File: src/rtl/alarm_enc_pkg.sv
package alarm_enc_pkg;
  typedef enum logic [1:0] {
    PAT_IDLE     = 2'd0,
    PAT_STEADY   = 2'd1,
    PAT_LONG_HI  = 2'd2,
    PAT_SHORT_HI = 2'd3
  } alarm_pat_e;
endpackage

File: src/rtl/alarm_class_sel.sv
module alarm_class_sel
  import alarm_enc_pkg::*;
(
  input  logic       mode_coded,
  input  logic       err_nonmasked,
  input  logic       err_minor,
  input  logic       err_major,
  output alarm_pat_e pat_sel
);
  logic any_err;
  assign any_err = err_nonmasked | err_minor | err_major;

  always_comb begin
    if (!mode_coded) begin
      pat_sel = any_err ? PAT_STEADY : PAT_IDLE;
    end else if (err_major) begin
      pat_sel = PAT_STEADY;
    end else if (err_minor) begin
      pat_sel = PAT_SHORT_HI;
    end else if (err_nonmasked) begin
      pat_sel = PAT_LONG_HI;
    end else begin
      pat_sel = PAT_IDLE;
    end
  end
endmodule

File: src/rtl/alarm_phase_ctr.sv
module alarm_phase_ctr
  import alarm_enc_pkg::*;
#(
  parameter int PERIOD_TICKS = 1000,
  parameter int CW           = $clog2(PERIOD_TICKS)
) (
  input  logic          clk,
  input  logic          rst,
  input  logic          tick_ms,
  input  alarm_pat_e    pat_sel,
  output alarm_pat_e    pat_q,
  output logic [CW-1:0] phase_cnt
);
  localparam logic [CW-1:0] LAST_C = CW'(PERIOD_TICKS - 1);

  always_ff @(posedge clk) begin
    if (rst) begin
      pat_q     <= PAT_IDLE;
      phase_cnt <= '0;
    end else if (pat_sel != pat_q) begin
      pat_q     <= pat_sel;
      phase_cnt <= '0;
    end else if (tick_ms) begin
      phase_cnt <= (phase_cnt == LAST_C) ? '0 : phase_cnt + 1'b1;
    end
  end

  p_cnt_range_r5: assert property (@(posedge clk) disable iff (rst)
    phase_cnt <= LAST_C);

  p_restart_on_change_r9: assert property (@(posedge clk) disable iff (rst)
    (pat_sel != pat_q) |=> (phase_cnt == '0));

  p_hold_without_tick_r12: assert property (@(posedge clk) disable iff (rst)
    (!tick_ms && pat_sel == pat_q) |=> $stable(phase_cnt));
endmodule

File: src/rtl/alarm_wave_out.sv
module alarm_wave_out
  import alarm_enc_pkg::*;
#(
  parameter int LONG_TICKS  = 980,
  parameter int SHORT_TICKS = 20,
  parameter int CW          = 10
) (
  input  logic          clk,
  input  logic          rst,
  input  alarm_pat_e    pat_q,
  input  logic [CW-1:0] phase_cnt,
  output logic          line_q,
  output logic          opto_q
);
  localparam logic [CW-1:0] LONG_C  = CW'(LONG_TICKS);
  localparam logic [CW-1:0] SHORT_C = CW'(SHORT_TICKS);

  logic level_d;

  always_comb begin
    unique case (pat_q)
      PAT_IDLE:     level_d = 1'b1;
      PAT_STEADY:   level_d = 1'b0;
      PAT_LONG_HI:  level_d = (phase_cnt < LONG_C);
      PAT_SHORT_HI: level_d = (phase_cnt < SHORT_C);
      default:      level_d = 1'b1;
    endcase
  end

  always_ff @(posedge clk) begin
    if (rst) begin
      line_q <= 1'b1;
      opto_q <= 1'b1;
    end else begin
      line_q <= level_d;
      opto_q <= level_d;
    end
  end

  p_steady_low_r7: assert property (@(posedge clk) disable iff (rst)
    (pat_q == PAT_STEADY) |=> (!line_q && !opto_q));
endmodule

File: src/rtl/alarm_encoder.sv
module alarm_encoder
  import alarm_enc_pkg::*;
#(
  parameter int LONG_TICKS  = 980,
  parameter int SHORT_TICKS = 20
) (
  input  logic clk,
  input  logic rst,
  input  logic tick_ms,
  input  logic mode_coded,
  input  logic err_nonmasked,
  input  logic err_minor,
  input  logic err_major,
  output logic alarm_line,
  output logic opto_on
);
  localparam int PERIOD_TICKS = LONG_TICKS + SHORT_TICKS;
  localparam int CW           = $clog2(PERIOD_TICKS);

  alarm_pat_e    pat_sel;
  alarm_pat_e    pat_q;
  logic [CW-1:0] phase_cnt;
  logic          any_err;

  assign any_err = err_nonmasked | err_minor | err_major;

  alarm_class_sel u_sel (
    .mode_coded   (mode_coded),
    .err_nonmasked(err_nonmasked),
    .err_minor    (err_minor),
    .err_major    (err_major),
    .pat_sel      (pat_sel)
  );

  alarm_phase_ctr #(.PERIOD_TICKS(PERIOD_TICKS), .CW(CW)) u_ctr (
    .clk      (clk),
    .rst      (rst),
    .tick_ms  (tick_ms),
    .pat_sel  (pat_sel),
    .pat_q    (pat_q),
    .phase_cnt(phase_cnt)
  );

  alarm_wave_out #(.LONG_TICKS(LONG_TICKS), .SHORT_TICKS(SHORT_TICKS), .CW(CW)) u_out (
    .clk      (clk),
    .rst      (rst),
    .pat_q    (pat_q),
    .phase_cnt(phase_cnt),
    .line_q   (alarm_line),
    .opto_q   (opto_on)
  );

  p_plain_err_low_r3: assert property (@(posedge clk) disable iff (rst)
    (!mode_coded && any_err) ##1 (!mode_coded && any_err) |=> !alarm_line);

  p_idle_high_r4: assert property (@(posedge clk) disable iff (rst)
    (!any_err) ##1 (!any_err) |=> alarm_line);

  p_major_wins_r8: assert property (@(posedge clk) disable iff (rst)
    (err_major) ##1 (err_major) |=> !alarm_line);
endmodule

File: config.mk
export PLATFORM = sky130hd
export DESIGN_NAME = alarm_encoder
export DESIGN_NICKNAME = d
export VERILOG_FILES = /design/src/rtl/alarm_enc_pkg.sv /design/src/rtl/alarm_class_sel.sv /design/src/rtl/alarm_phase_ctr.sv /design/src/rtl/alarm_wave_out.sv /design/src/rtl/alarm_encoder.sv
export SDC_FILE = /design/constraint.sdc
export NUM_CORES = 1
export LEC_CHECK = 0
export BUFFER_PORTS_ARGS = -buffer_cell sky130_fd_sc_hd__buf_2
export CAP_MARGIN = 20
export CORE_MARGIN = 4
export CORE_UTILIZATION = 40
export CTS_CLUSTER_SIZE = 12
export DETAILED_ROUTE_END_ITERATION = 7
export SLEW_MARGIN = 5
export SYNTH_ARGS = -nofsm -noshare
export SYNTH_HDL_FRONTEND = slang
export SYNTH_SLANG_ARGS = --single-unit
File: constraint.sdc
create_clock -name clk -period 2.1 [get_ports clk]
set_input_delay 0.42 -clock clk [delete_from_list [all_inputs] [get_ports clk]]
set_output_delay 0.42 -clock clk [all_outputs]
set_load 0.02 [all_outputs]
## After elaboration in Yosys (flattened, before gate mapping)

Cells that the tools add are included.

- Bits in registers: 13
- Output and inout port bits: 2
- Word-level logic and storage cells: 22

- $add $sub $neg: 1
- Order comparisons: 2
- Eq/ne operators: 5
- Mux-type cells: 7
- Bitwise logic cells: 2
- Reductions and logical operators: 2

Operators by type and width:

| kind | number |
|---|---|
| $add A10 B1 Y10 const B | 1 |
| $eq A10 B10 Y1 const B | 1 |
| $lt A10 B10 Y1 const B | 1 |
| $lt A10 B5 Y1 const B | 1 |
| $mux W10 | 1 |
| $mux W2 | 4 |
| $eq A2 B2 Y1 const B | 2 |
| $pmux W1 S4 | 1 |
| $eq A2 B1 Y1 const B | 1 |
| $logic_not A2 Y1 | 1 |
| $ne A2 B2 Y1 | 1 |
| $or A1 B1 Y1 | 2 |
| $reduce_or A2 Y1 | 1 |
| $mux W1 | 1 |

## Longest topological paths before layout

Gate-level depths: netlist of run 1.

- Depth in word-level cells: 6
- Depth in mapped cells: 5

## By module

From an unflattened synthesis of run 1, not the netlist that was laid out.

- Cells, all modules: 74
- Area, all modules: 653.1 µm²

By module, submodules not included:

| module | instances | cells each | area an instance (µm²) | seq. area each (µm²) |
|---|---|---|---|---|
| alarm_phase_ctr | 1 | 60 | 544.3 | 240.2 |
| alarm_wave_out | 1 | 9 | 80.1 | 20.0 |
| alarm_class_sel | 1 | 5 | 28.8 | 0.0 |

## Least setup slack after synthesis of run 1

Ideal clock, no wire load.

- Kind: input port to flip-flop
- From: input err_nonmasked
- To: register u_ctr.phase_cnt[3]
- Setup time: 73 ps
- Arrival time: 1,625 ps
- Required time: 2,027 ps
- Setup slack: 401 ps
- Stages: 5
- Path buffers: 1
- Cells stage by stage: nor2b_4 -> or4_1 -> a2111o_1 -> buf_6 -> nor3_2

- Cells in the longest elaborated chain, start to end: 6
- Elaborated cells on any way between the ends: 9
- Those cells by class: eq/ne: 1; mux: 5; bitwise: 2; reduce/logical: 1

Ends and longest elaborated chain:

| item | RTL line | source |
|---|---|---|
| from (decl) | alarm_encoder.sv:11 | `input logic err_nonmasked,` |
| $or A1 B1 Y1 or $mux W2 (tied branches) | alarm_class_sel.sv:11, alarm_class_sel.sv:20 |  |
| $or A1 B1 Y1 or $mux W2 (tied branches) | alarm_class_sel.sv:11, alarm_class_sel.sv:18 |  |
| $mux W1 or $mux W2 (tied branches) | alarm_class_sel.sv:15, alarm_class_sel.sv:16 |  |
| $mux W2 (*) | alarm_class_sel.sv:14 | `if (!mode_coded) begin` |
| $ne A2 B2 Y1 (*) | alarm_phase_ctr.sv:20 | `end else if (pat_sel != pat_q) begin` |
| $reduce_or A2 Y1 (no line) (*) | -- |  |
| to (signal assigned) | alarm_phase_ctr.sv:24 | `phase_cnt <= (phase_cnt == LAST_C) ? '0 : phase_cnt + 1'b1;` |
| to (decl) | alarm_phase_ctr.sv:12 | `output logic [CW-1:0] phase_cnt` |

Mark *: on every way between the ends. The rest lies on a longest branch, timed or not.
A chain may end at the register's enable or synchronous reset.

## Final worst setup path of run 1

- From: register u_ctr.pat_q[0]
- To: register u_ctr.phase_cnt[5]

- Cells in the longest elaborated chain, start to end: 2

Ends and longest elaborated chain:

| item | RTL line | source |
|---|---|---|
| from (decl) | alarm_phase_ctr.sv:11 | `output alarm_pat_e pat_q,` |
| from (signal assigned) | alarm_phase_ctr.sv:21 | `pat_q <= pat_sel;` |
| $ne A2 B2 Y1 | alarm_phase_ctr.sv:20 |  |
| $reduce_or A2 Y1 (no line) | -- |  |

Every way passes these cells.

==> results of run 1 <==
[power breakdown]
group          leakage (nW)  internal, mW  switching (mW)
logic                 0.131        0.0149          0.0221
registers             0.106         0.251         0.00354
clock network        0.0150        0.0736          0.0801
[per-layer routing]
metal	routed length (um)	vias up
met5	0	-
met4	11	0
met2	513	16
met3	101	2
li1	-	293
met1	645	255
[per-stage QoR]
stage                     setup slack [ns]  power (mW)  util, %  hold slack, ns  std cells
after floorplan                      0.401       0.285        -           0.474         75
after global placement               0.129       0.297     47.0           0.509         98
after detailed placement             0.120       0.297     47.0           0.516         98
after CTS                            0.308       0.451     48.7           0.357        102
after global routing                 0.234       0.476     48.7           0.336        102
final                                0.329       0.445     48.7           0.359        102
[registers in the layout, indices dropped and copies added (netlist names)]
name,count
u_ctr.phase_cnt,10
u_ctr.pat_q,2
u_out.line_q,1
[placed cells by master (no fill, tap or decap), types with 2 or more instances in the layout]
cell type,instances
nor3_2,7
clkbuf_4,3
nand2_1,6
nand4_1,4
nor3_1,4
nor4_1,2
inv_1,3
o31ai_1,2
a21oi_1,2
dfxtp_1,13
xor2_1,3
xnor2_1,5
buf_2,8
nand3_1,4
nor2_1,6
[final cells by class]
class                           instances  area (um^2)
Sequential cell                        13          260
Clock buffer                            4         26.3
Tap cell                               16         20.0
Fill cell                             165          800
Inverter                                3         11.3
Timing Repair Buffer                    9         47.5
Multi-Input combinational cell         57          394
[kinds of logic (layout without fill, tap and decap cells)]
family / after synthesis / after routing / synth area share [%]
AO/OA/AOI/OAI: 8 / 8 / 8.41
XOR/XNOR: 8 / 8 / 10.2
adder cells (fa/ha/maj): 1 / 1 / 1.83
buffers and inverters: 5 / 16 / 4.39
flip-flops: 13 / 13 / 38.0
AND/OR/NAND/NOR: 40 / 40 / 37.1
[worst min path at each step]
| stage | cells past startpoint | slack (ns) | endpoint | startpoint |
|---|---|---|---|---|
| floorplan | 2 | 0.47 | u_out.line_q | u_ctr.pat_q[0] |
| global placement | 2 | 0.51 | u_out.line_q | u_ctr.pat_q[0] |
| detailed placement | 2 | 0.52 | u_out.line_q | u_ctr.pat_q[0] |
| CTS | 2 | 0.36 | u_ctr.pat_q[0] | rst |
| global route | 2 | 0.34 | u_ctr.pat_q[0] | rst |
| finish | 2 | 0.36 | u_ctr.pat_q[0] | rst |
==> summary.txt, run 1 <==
CTS
  • Root Buffer: clkbuf_4
  • Clock-pin slew on the worst setup and hold paths: 0.08 ns
  • Clk buf depth: 2
  • Hold buffers post-CTS: 0
  • Number of gates resized after CTS: 0
  • Num CTS Buffers: 3
  • TritonCTS sink count: 13
  • H-tree depth: 1
  • CTS tree: done
  • Clk_lat worst skew: 0.27 ns
  • Number of post-CTS setup repair buffers: 0

Floorplanning
  • Die height: 49.4 um
  • Core area: 1560 um^2
  • Die X: 49.4 um
  • Top-Level Pins: 9
  • Starting Density: 43.9%
  • Row cnt: 14
  • Die area: 2440 um^2

Final layout
  • Area Growth Syn to Fin: 11.0%
  • Net count of the finished layout: 95
  • Layout cells sized above 1: 23.3%
  • Post-route cell area: 759 um^2
  • # diodes: 0

STA
  • # setup viols final: 0
  • Worst-Margin Slew: 0.450 ns
  • RSZ-0062 raised after global routing: false
  • Fin. max-slew vios: 0
  • Slew HR: 70.0%
  • Min Clock Period, post-route: 1.77 ns
  • Setup TNS: 0 ns
  • Final Hold Viols: 0
  • Final Cycle Share: 84.3%
  • F_max: 0.565 GHz
  • Worst clock skew: 0.00416 ns

Global routing
  • Largest net degree at the start of global routing: 11
  • Global Route Usage Sum: 11.7%
  • Antenna violations before repair: 0
  • Met3 Resource Use GR: 7.34%
  • Vias in the first global route: 496
  • M2 GR Usage: 15.6%
  • GR Overflow Total: 0
  • First-pass GRT wire length: 2210 um
  • GR Util met1: 16.0%
  • Busiest metal layer after global routing: met1

Route
  • Routed WL: 1270 um
  • DR vias: 566
  • Vias per cell: 5.55
  • Mean routed wirelength per cell: 12.5 um
  • DRC: 0
  • Routed Antenna Nets: 0
  • DRT iter0 DRCs: 20
  • DRT Pass-1 Iters: 4

Synthesis
  • Seq/Total Area, Yosys: 38.0%
  • Syn nets: 83
  • Main synth FF type: dfxtp_1
  • Share of the synthesized area in the top cell type: 38.0%
  • Count leader, synth: dfxtp_1
  • Yosys reg bits: 13
  • Area contributors post-synth: dfxtp_1 (38%), nor3_2 (10%), xnor2_1 (6.4%)
  • Synth warnings: 0
  • Post-Syn Area: 684 um^2
  • Yosys cell types: 27
  • Synth area leader: dfxtp_1
  • Mean post-synth cell area: 9.13 um^2
  • Top cells by count, synth: dfxtp_1 (13), nor3_2 (7), nand2_1 (6), nor2_1 (6), xnor2_1 (5)
  • Post-synth ARST share: 0%
  • Mapped Cells: 75
  • Number of flops mapped to enable cells by yosys: 0

Worst setup path
  • R2R Setup Slk: 0.33 ns
  • Crit-path cells: or4_1 > a2111o_1 > nor3_2
  • Data arrival, critical path: 1.98 ns
  • Worst Setup SP: u_ctr.pat_q[0]
  • Crit path depth: 3
  • Crit-path leading delay family: simple AND/OR/NAND/NOR gates
  • Critical Path End Type: flop
  • RR Startpoint: u_ctr.pat_q[0]
  • CP Launch Type: flop
  • CP Max Fanout: 10
  • Setup CP Type: reg -> reg
  • Worst path slowest cell: a2111o_1
  • Req. time, crit path: 2.31 ns
  • FF-to-FF path depth: 3
  • R2R Path End: u_ctr.phase_cnt[5]
  • Bufs and invs on worst path: 0
  • Critical path destination: u_ctr.phase_cnt[5]
  • Worst path max stage delay: 0.62 ns

Pwr
  • Peak supply drop: 0.000416 V
  • Pleak: 0.251 nW
  • Power Dens Cells: 586 nW/um^2

Place
  • IO Port Bufs: 8
  • Dpl hpwl: 925 um
  • Final GP Congestion: 0.732
  • DP Area: 733 um^2

Run status
  • Outcome: complete, no violations

Worst hold path
  • Hold Path Class: in -> reg

Run
  • Max-cap violations: 0
Note: power is estimated with default switching activity, not from simulation.
==> run 2, diff against run 1 <==
==> constraint.sdc (replaced) <==
create_clock -name clk -period 1.55 [get_ports clk]
set_input_delay 0.31 -clock clk [delete_from_list [all_inputs] [get_ports clk]]
set_output_delay 0.31 -clock clk [all_outputs]
set_load 0.02 [all_outputs]
==> summary.txt, run 2 (synthesis results as in run 1) <==
Route
  • Vias per cell: 5.42 (was 5.55)
  • DRT Pass-1 Iters: 4 (unchanged)
  • DRT iter0 DRCs: 8 (was 20)
  • DR vias: 612 (was 566)
  • Mean routed wirelength per cell: 12.9 um (was 12.5 um)
  • DRC: 0 (unchanged)
  • Routed Antenna Nets: 0 (unchanged)
  • Routed WL: 1460 um (was 1270 um)

Floorplanning
  • Die height: 49.4 um (unchanged)
  • Die X: 49.4 um (unchanged)
  • Row cnt: 14 (unchanged)
  • Core area: 1560 um^2 (unchanged)
  • Top-Level Pins: 9 (unchanged)
  • Die area: 2440 um^2 (unchanged)
  • Starting Density: 43.9% (unchanged)

Final layout
  • Post-route cell area: 876 um^2 (was 759 um^2)
  • Commonest non-fill, non-tap cells in the layout: dfxtp_1 (12), buf_4 (10), buf_2 (8) (was dfxtp_1 (13), buf_2 (8), nor3_2 (7))
  • Final Core Density: 56.2% (was 48.7%)
  • # diodes: 0 (unchanged)
  • Layout cells sized above 1: 37.1% (was 23.3%)
  • Reg with most FFs: u_ctr.phase_cnt (unchanged)
  • Largest register FFs: 10 (unchanged)
  • Biggest registers after layout: u_ctr.phase_cnt (10), u_ctr.pat_q (2), u_out.line_q (1) (unchanged)
  • Area Growth Syn to Fin: 28.0% (was 11.0%)
  • Net count of the finished layout: 106 (was 95)
  • Commonest non-fill, non-tap cell in the layout: dfxtp_1 (unchanged)

CTS
  • Number of post-CTS setup repair buffers: 0 (unchanged)
  • Root Buffer: clkbuf_4 (unchanged)
  • Clock-pin slew on the worst setup and hold paths: 0.08 ns (about the same)
  • Clk buf depth: 2 (unchanged)
  • Clk_lat worst skew: 0.28 ns (was 0.27 ns)
  • TritonCTS sink count: 13 (unchanged)
  • H-tree depth: 1 (unchanged)
  • Num CTS Buffers: 3 (unchanged)
  • CTS tree: done (unchanged)

STA
  • F_max: 0.631 GHz (was 0.565 GHz)
  • RSZ-0062 raised after global routing: true (was false)
  • # setup viols final: 9 (was 0)
  • Worst clock skew: 0.00725 ns (was 0.00416 ns)
  • Final Cycle Share: 102% (was 84.3%)
  • Hold WS: 0.231 ns (was 0.359 ns)
  • Final Hold Viols: 0 (unchanged)
  • Fin. max-slew vios: 0 (unchanged)
  • Min Clock Period, post-route: 1.58 ns (was 1.77 ns)
  • Worst-Margin Slew: 0.251 ns (was 0.450 ns)
  • Final Worst Setup Slack: -0.0337 ns (was 0.329 ns)
  • Slew HR: 83.2% (was 70.0%)

Worst setup path
  • Critical Path End Type: flop (unchanged)
  • Crit-path cells: or4_4 > a2111o_1 > buf_6 > a21oi_2 (was or4_1 > a2111o_1 > nor3_2)
  • Bufs and invs on worst path: 1 (was 0)
  • Worst path max stage delay: 0.50 ns (was 0.62 ns)
  • Setup CP Type: reg -> reg (unchanged)
  • Data arrival, critical path: 1.80 ns (was 1.98 ns)
  • CP Max Fanout: 6 (was 10)
  • Crit-path leading delay family: compound AO/OA/AOI/OAI gates (was simple AND/OR/NAND/NOR gates)
  • Worst path slowest cell: or4_4 (was a2111o_1)
  • CP Launch Type: flop (unchanged)
  • Req. time, crit path: 1.76 ns (was 2.31 ns)

Pwr
  • Pleak: 0.304 nW (was 0.251 nW)
  • Total power: 635 uW (was 445 uW)
  • Power Dens Cells: 726 nW/um^2 (was 586 nW/um^2)
  • Peak supply drop: 0.000497 V (was 0.000416 V)

Global routing
  • Global Route Usage Sum: 13.6% (was 11.7%)
  • GR Overflow Total: 0 (unchanged)
  • Largest net degree at the start of global routing: 8 (was 11)
  • Vias in the first global route: 555 (was 496)
  • Antenna violations before repair: 0 (unchanged)
  • First-pass GRT wire length: 2450 um (was 2210 um)

Worst hold path
  • Hold Path Class: in -> reg (unchanged)

Run status
  • Outcome: complete, but fails checks (was complete, no violations)
  • Failing checks: setup timing

Place
  • Final GP Congestion: 0.772 (was 0.732)
  • IO Port Bufs: 8 (unchanged)
  • DP Area: 816 um^2 (was 733 um^2)
  • Dpl hpwl: 1070 um (was 925 um)

Run
  • Max-cap violations: 0 (unchanged)
run 2: changes by cell type in the layout (fill, tap and decap cells not counted), sizes merged:
cell and change:
buf +11
run 2: worst reg2reg max path: cells and delay by family (launching register included):
kind	cells	cell delay (ns)
AOI/OAI and AO/OA	2	0.52
and+or+nand+nor	1	0.50
DFF	1	0.33
buffers and inverters	1	0.16
run 2: worst paths after layout:
| path | startpoint | end | slack, ns | depth (start not counted) |
|---|---|---|---|---|
| worst min-delay path | rst | u_ctr.pat_q[0] | 0.23 | 2 |
| worst min register to register | u_ctr.pat_q[1] | u_out.line_q | 0.54 | 2 |
| worst max register to register | u_ctr.pat_q[0] | u_ctr.phase_cnt[0] | -0.03 | 4 |
| worst max-delay path | u_ctr.pat_q[0] | u_ctr.phase_cnt[0] | -0.03 | 4 |
run 2: timing repair:
item,CTS,global route
resized for setup,6,3
endpoints found under the setup margin,10,10
hold buffers,0,0
pin swaps,10,1
run 2: metrics by stage:
stage	worst slack [ns]	setup TNS, ns	cells
final	-0.0337	-0.195	113
after global routing	-0.0677	-0.505	113
after CTS	-0.0989	-0.748	113
after detailed placement	-0.207	-1.72	109
after global placement	-0.178	-1.56	109
after floorplan	0.00401	0	75
run 2: report_power, final:
part           total (mW)  switching, mW  internal (mW)
clock network       0.211          0.110          0.100
registers           0.343        0.00355          0.340
logic              0.0815         0.0403         0.0411
total               0.635          0.154          0.481
run 2: layout make-up:
class                   count  area (um^2)
inverters                   3         11.3
repair buffers             20          138
multi-input cells          57          419
well taps                  16         20.0
clock buffers               4         26.3
flip-flops and latches     13          262
fillers                   153          683
run 2: per-layer routing:
layer  vias to the layer above  GRT usage, %  share of wire (%)  routed length, um
met5                         -             0                  0                  0
met4                         0          7.11                2.1                 31
met2                        13          17.9                 42                611
met1                       276          17.5                 49                718
li1                        319             -                  -                  -
met3                         4          7.03                6.5                 94
==> run 3, diff against run 2 <==
--- a/config.mk
+++ b/config.mk
@@ -14,4 +14,5 @@
 export SLEW_MARGIN = 5
 export SYNTH_ARGS = -nofsm -noshare
 export SYNTH_HDL_FRONTEND = slang
+export SYNTH_HIERARCHICAL = 1
 export SYNTH_SLANG_ARGS = --single-unit
==> summary.txt, run 3 <==
Run status
  • Outcome: complete, no violations (was complete, but fails checks)

Synthesis
  • Mean post-synth cell area: 8.83 um^2 (was 9.13 um^2)
  • Main synth FF type: dfxtp_1 (unchanged)
  • Area contributors post-synth: dfxtp_1 (40%), xor2_1 (8.0%), nor2_1 (6.3%) (was dfxtp_1 (38%), nor3_2 (10%), xnor2_1 (6.4%))
  • Share of the synthesized area in the top cell type: 39.8% (was 38.0%)
  • Number of flops mapped to enable cells by yosys: 0 (unchanged)
  • Yosys reg bits: 13 (unchanged)
  • Post-Syn Area: 653 um^2 (was 684 um^2)
  • Yosys cell types: 32 (was 27)
  • Synth area leader: dfxtp_1 (unchanged)
  • Post-synth ARST share: 0% (unchanged)
  • Top cells by count, synth: dfxtp_1 (13), nor2_1 (11), nand3_1 (7) (was dfxtp_1 (13), nor3_2 (7), nand2_1 (6), nor2_1 (6), xnor2_1 (5))
  • Seq/Total Area, Yosys: 39.8% (was 38.0%)
  • Count leader, synth: dfxtp_1 (unchanged)
  • Mapped Cells: 74 (was 75)
  • Synth warnings: 6 (was 0)
  • Syn nets: 82 (was 83)

Worst setup path
  • CP Max Fanout: 6 (unchanged)
  • RR Startpoint: u_ctr/phase_cnt[5] (was u_ctr.pat_q[0])
  • Critical Path End Type: flop (unchanged)
  • Setup CP Type: reg -> reg (unchanged)
  • Critical path destination: u_ctr/phase_cnt[9] (was u_ctr.phase_cnt[0])
  • FF-to-FF path depth: 4 (unchanged)
  • Worst Setup SP: u_ctr/phase_cnt[5] (was u_ctr.pat_q[0])
  • R2R Path End: u_ctr/phase_cnt[9] (was u_ctr.phase_cnt[0])
  • R2R Setup Slk: 0.18 ns (was -0.03 ns)
  • Req. time, crit path: 1.73 ns (was 1.76 ns)
  • CP Launch Type: flop (unchanged)
  • Data arrival, critical path: 1.55 ns (was 1.80 ns)

Floorplanning
  • Starting Density: 42.9% (was 43.9%)
  • Top-Level Pins: 9 (unchanged)
  • Die area: 2340 um^2 (was 2440 um^2)
  • Die X: 48.4 um (was 49.4 um)
  • Die height: 48.4 um (was 49.4 um)
  • Core area: 1520 um^2 (was 1560 um^2)
  • Row cnt: 14 (unchanged)

Final layout
  • Post-route cell area: 746 um^2 (was 876 um^2)
  • Net count of the finished layout: 95 (was 106)
  • Layout cells sized above 1: 22.1% (was 37.1%)
  • Seq. cell area: 260 um^2 (was 262 um^2)
  • Area Growth Syn to Fin: 14.2% (was 28.0%)
  • Biggest registers after layout: u_ctr/phase_cnt (10), u_ctr/pat_q (2), u_out/opto_q (1) (was u_ctr.phase_cnt (10), u_ctr.pat_q (2), u_out.line_q (1))
  • Reg with most FFs: u_ctr/phase_cnt (was u_ctr.phase_cnt)
  • Multi-input logic area: 369 um^2 (was 419 um^2)
  • # diodes: 0 (unchanged)
  • Largest register FFs: 10 (unchanged)
  • Commonest non-fill, non-tap cell in the layout: dfxtp_1 (unchanged)
  • Final Core Density: 48.9% (was 56.2%)
  • Filler Cells Inserted: 154 (was 153)
  • Commonest non-fill, non-tap cells in the layout: dfxtp_1 (13), nor2_1 (11), buf_2 (8) (was dfxtp_1 (12), buf_4 (10), buf_2 (8))

Global routing
  • Largest net degree at the start of global routing: 8 (unchanged)
  • GR Overflow Total: 0 (unchanged)
  • Antenna violations before repair: 0 (unchanged)
  • First-pass GRT wire length: 2070 um (was 2450 um)
  • Global Route Usage Sum: 11.4% (was 13.6%)
  • Vias in the first global route: 482 (was 555)

STA
  • Final Worst Setup Slack: 0.181 ns (was -0.0337 ns)
  • # setup viols final: 0 (was 9)
  • Worst clock skew: 0.00219 ns (was 0.00725 ns)
  • RSZ-0062 raised after global routing: false (was true)
  • Hold WS: 0.236 ns (was 0.231 ns)
  • Fin. max-slew vios: 0 (unchanged)
  • Worst-Margin Slew: 0.351 ns (was 0.251 ns)
  • F_max: 0.731 GHz (was 0.631 GHz)
  • Min Clock Period, post-route: 1.37 ns (was 1.58 ns)
  • Slew HR: 76.6% (was 83.2%)
  • Final Cycle Share: 88.3% (was 102%)
  • Final Hold Viols: 0 (unchanged)
  • Setup TNS: 0 ns (was -0.195 ns)

Pwr
  • Internal Power: 465 uW (was 481 uW)
  • Clock share of power: 34.8% (was 33.1%)
  • Combinational power share: 8.2% (was 12.8%)
  • Switch share: 23.1% (was 24.3%)
  • Power Dens Cells: 812 nW/um^2 (was 726 nW/um^2)
  • Sw Pwr: 140 uW (was 154 uW)
  • Sequential Power Share: 57.0% (was 54.0%)
  • Pleak: 0.289 nW (was 0.304 nW)
  • Peak supply drop: 0.000518 V (was 0.000497 V)

CTS
  • Number of post-CTS setup repair buffers: 0 (unchanged)
  • Clock-pin slew on the worst setup and hold paths: 0.08 ns (about the same)
  • Number of gates resized after CTS: 0 (was 6)
  • Num CTS Buffers: 3 (unchanged)
  • Hold buffers post-CTS: 0 (unchanged)
  • CTS tree: done (unchanged)
  • Clk_lat worst skew: 0.28 ns (about the same)
  • H-tree depth: 1 (unchanged)
  • TritonCTS sink count: 13 (unchanged)
  • Clk buf depth: 2 (unchanged)
  • Root Buffer: clkbuf_4 (unchanged)

Place
  • Final GP Congestion: 0.804 (was 0.772)
  • Pre-CTS setup slack: -0.0488 ns (was -0.207 ns)
  • IO Port Bufs: 8 (unchanged)
  • DP Area: 719 um^2 (was 816 um^2)
  • Dpl hpwl: 956 um (was 1070 um)

Route
  • Routed WL: 1250 um (was 1460 um)
  • Top sig layer: met4 (unchanged)
  • DRC: 0 (unchanged)
  • Vias per cell: 5.46 (was 5.42)
  • Mean routed wirelength per cell: 12.3 um (was 12.9 um)
  • Met1 WL: 597 um (was 718 um)
  • DR vias: 557 (was 612)
  • DRT Pass-1 Iters: 6 (was 4)
  • WL met2: 542 um (was 611 um)
  • DRT iter0 DRCs: 10 (was 8)
  • Routed Antenna Nets: 0 (unchanged)
  • DR WL met3: 81 um (was 94 um)

Worst hold path
  • Hold Path Class: in -> reg (unchanged)

Run
  • Max-cap violations: 0 (unchanged)
-- run 3: cell count changes after synthesis, moves of 3 or more --
cell	change
nand4_1	-4
nor2_1	+5
nor3_1	-3
nor3_2	-7
xnor2_1	-3
nand2_1	-3
nand3_1	+3
xor2_1	+3
-- run 3: cell type report --
class / instances / area share (%)
clock buffer: 4 / 3.52
inverter: 2 / 1.01
tap: 16 / 2.68
multi-input combinational: 56 / 49.5
timing repair buffer: 11 / 8.39
sequential: 13 / 34.9
-- run 3: logic make-up after synthesis --
family                   share of synthesized area [%]
flip-flops                                        39.8
AO/OA/AOI/OAI                                     11.7
multiplexers                                      1.53
buffers and inverters                             3.64
XOR/XNOR                                          10.7
adder cells (fa/ha/maj)                           1.92
AND/OR/NAND/NOR                                   30.7
-- run 3: critical path: stages (launching register included) --
cell      delay, ns
dfxtp_1        0.45
nand3_1        0.18
nor2_1         0.25
a21oi_1        0.11
a311oi_1       0.28
-- run 3: worst min-delay path by stage --
stage	start	endpoint	slack, ns	cells after the start
after floorplan	rst	u_ctr/pat_q[0]	0.38	1
after global placement	rst	u_ctr/pat_q[0]	0.53	2
after detailed placement	rst	u_ctr/pat_q[0]	0.53	2
after CTS	rst	u_ctr/pat_q[1]	0.23	2
after global routing	rst	u_ctr/pat_q[0]	0.23	2
final	rst	u_ctr/pat_q[0]	0.24	2
-- run 3: through the flow --
stage / total power [mW] / std cells
4_1_cts: 0.618 / 102
3_3_place_gp: 0.403 / 98
2_1_floorplan: 0.385 / 74
5_1_grt: 0.641 / 102
6_report: 0.605 / 102
3_5_place_dp: 0.403 / 98
-- run 3: power groups by stage --
stage | combinational [mW] | clock [mW] | sequential (mW)
global placement | 0.0497 | 0 | 0.353
global route | 0.0550 | 0.239 | 0.346
floorplan | 0.0319 | 0 | 0.353
finish | 0.0498 | 0.210 | 0.345
detailed placement | 0.0502 | 0 | 0.353
CTS | 0.0504 | 0.222 | 0.345
-- run 3: metal layers --
metal	GRT usage (%)	up-vias
li1	-	288
met1	13.8	248
met2	15.9	15
met3	6.44	6
met4	5.99	0
met5	0	-
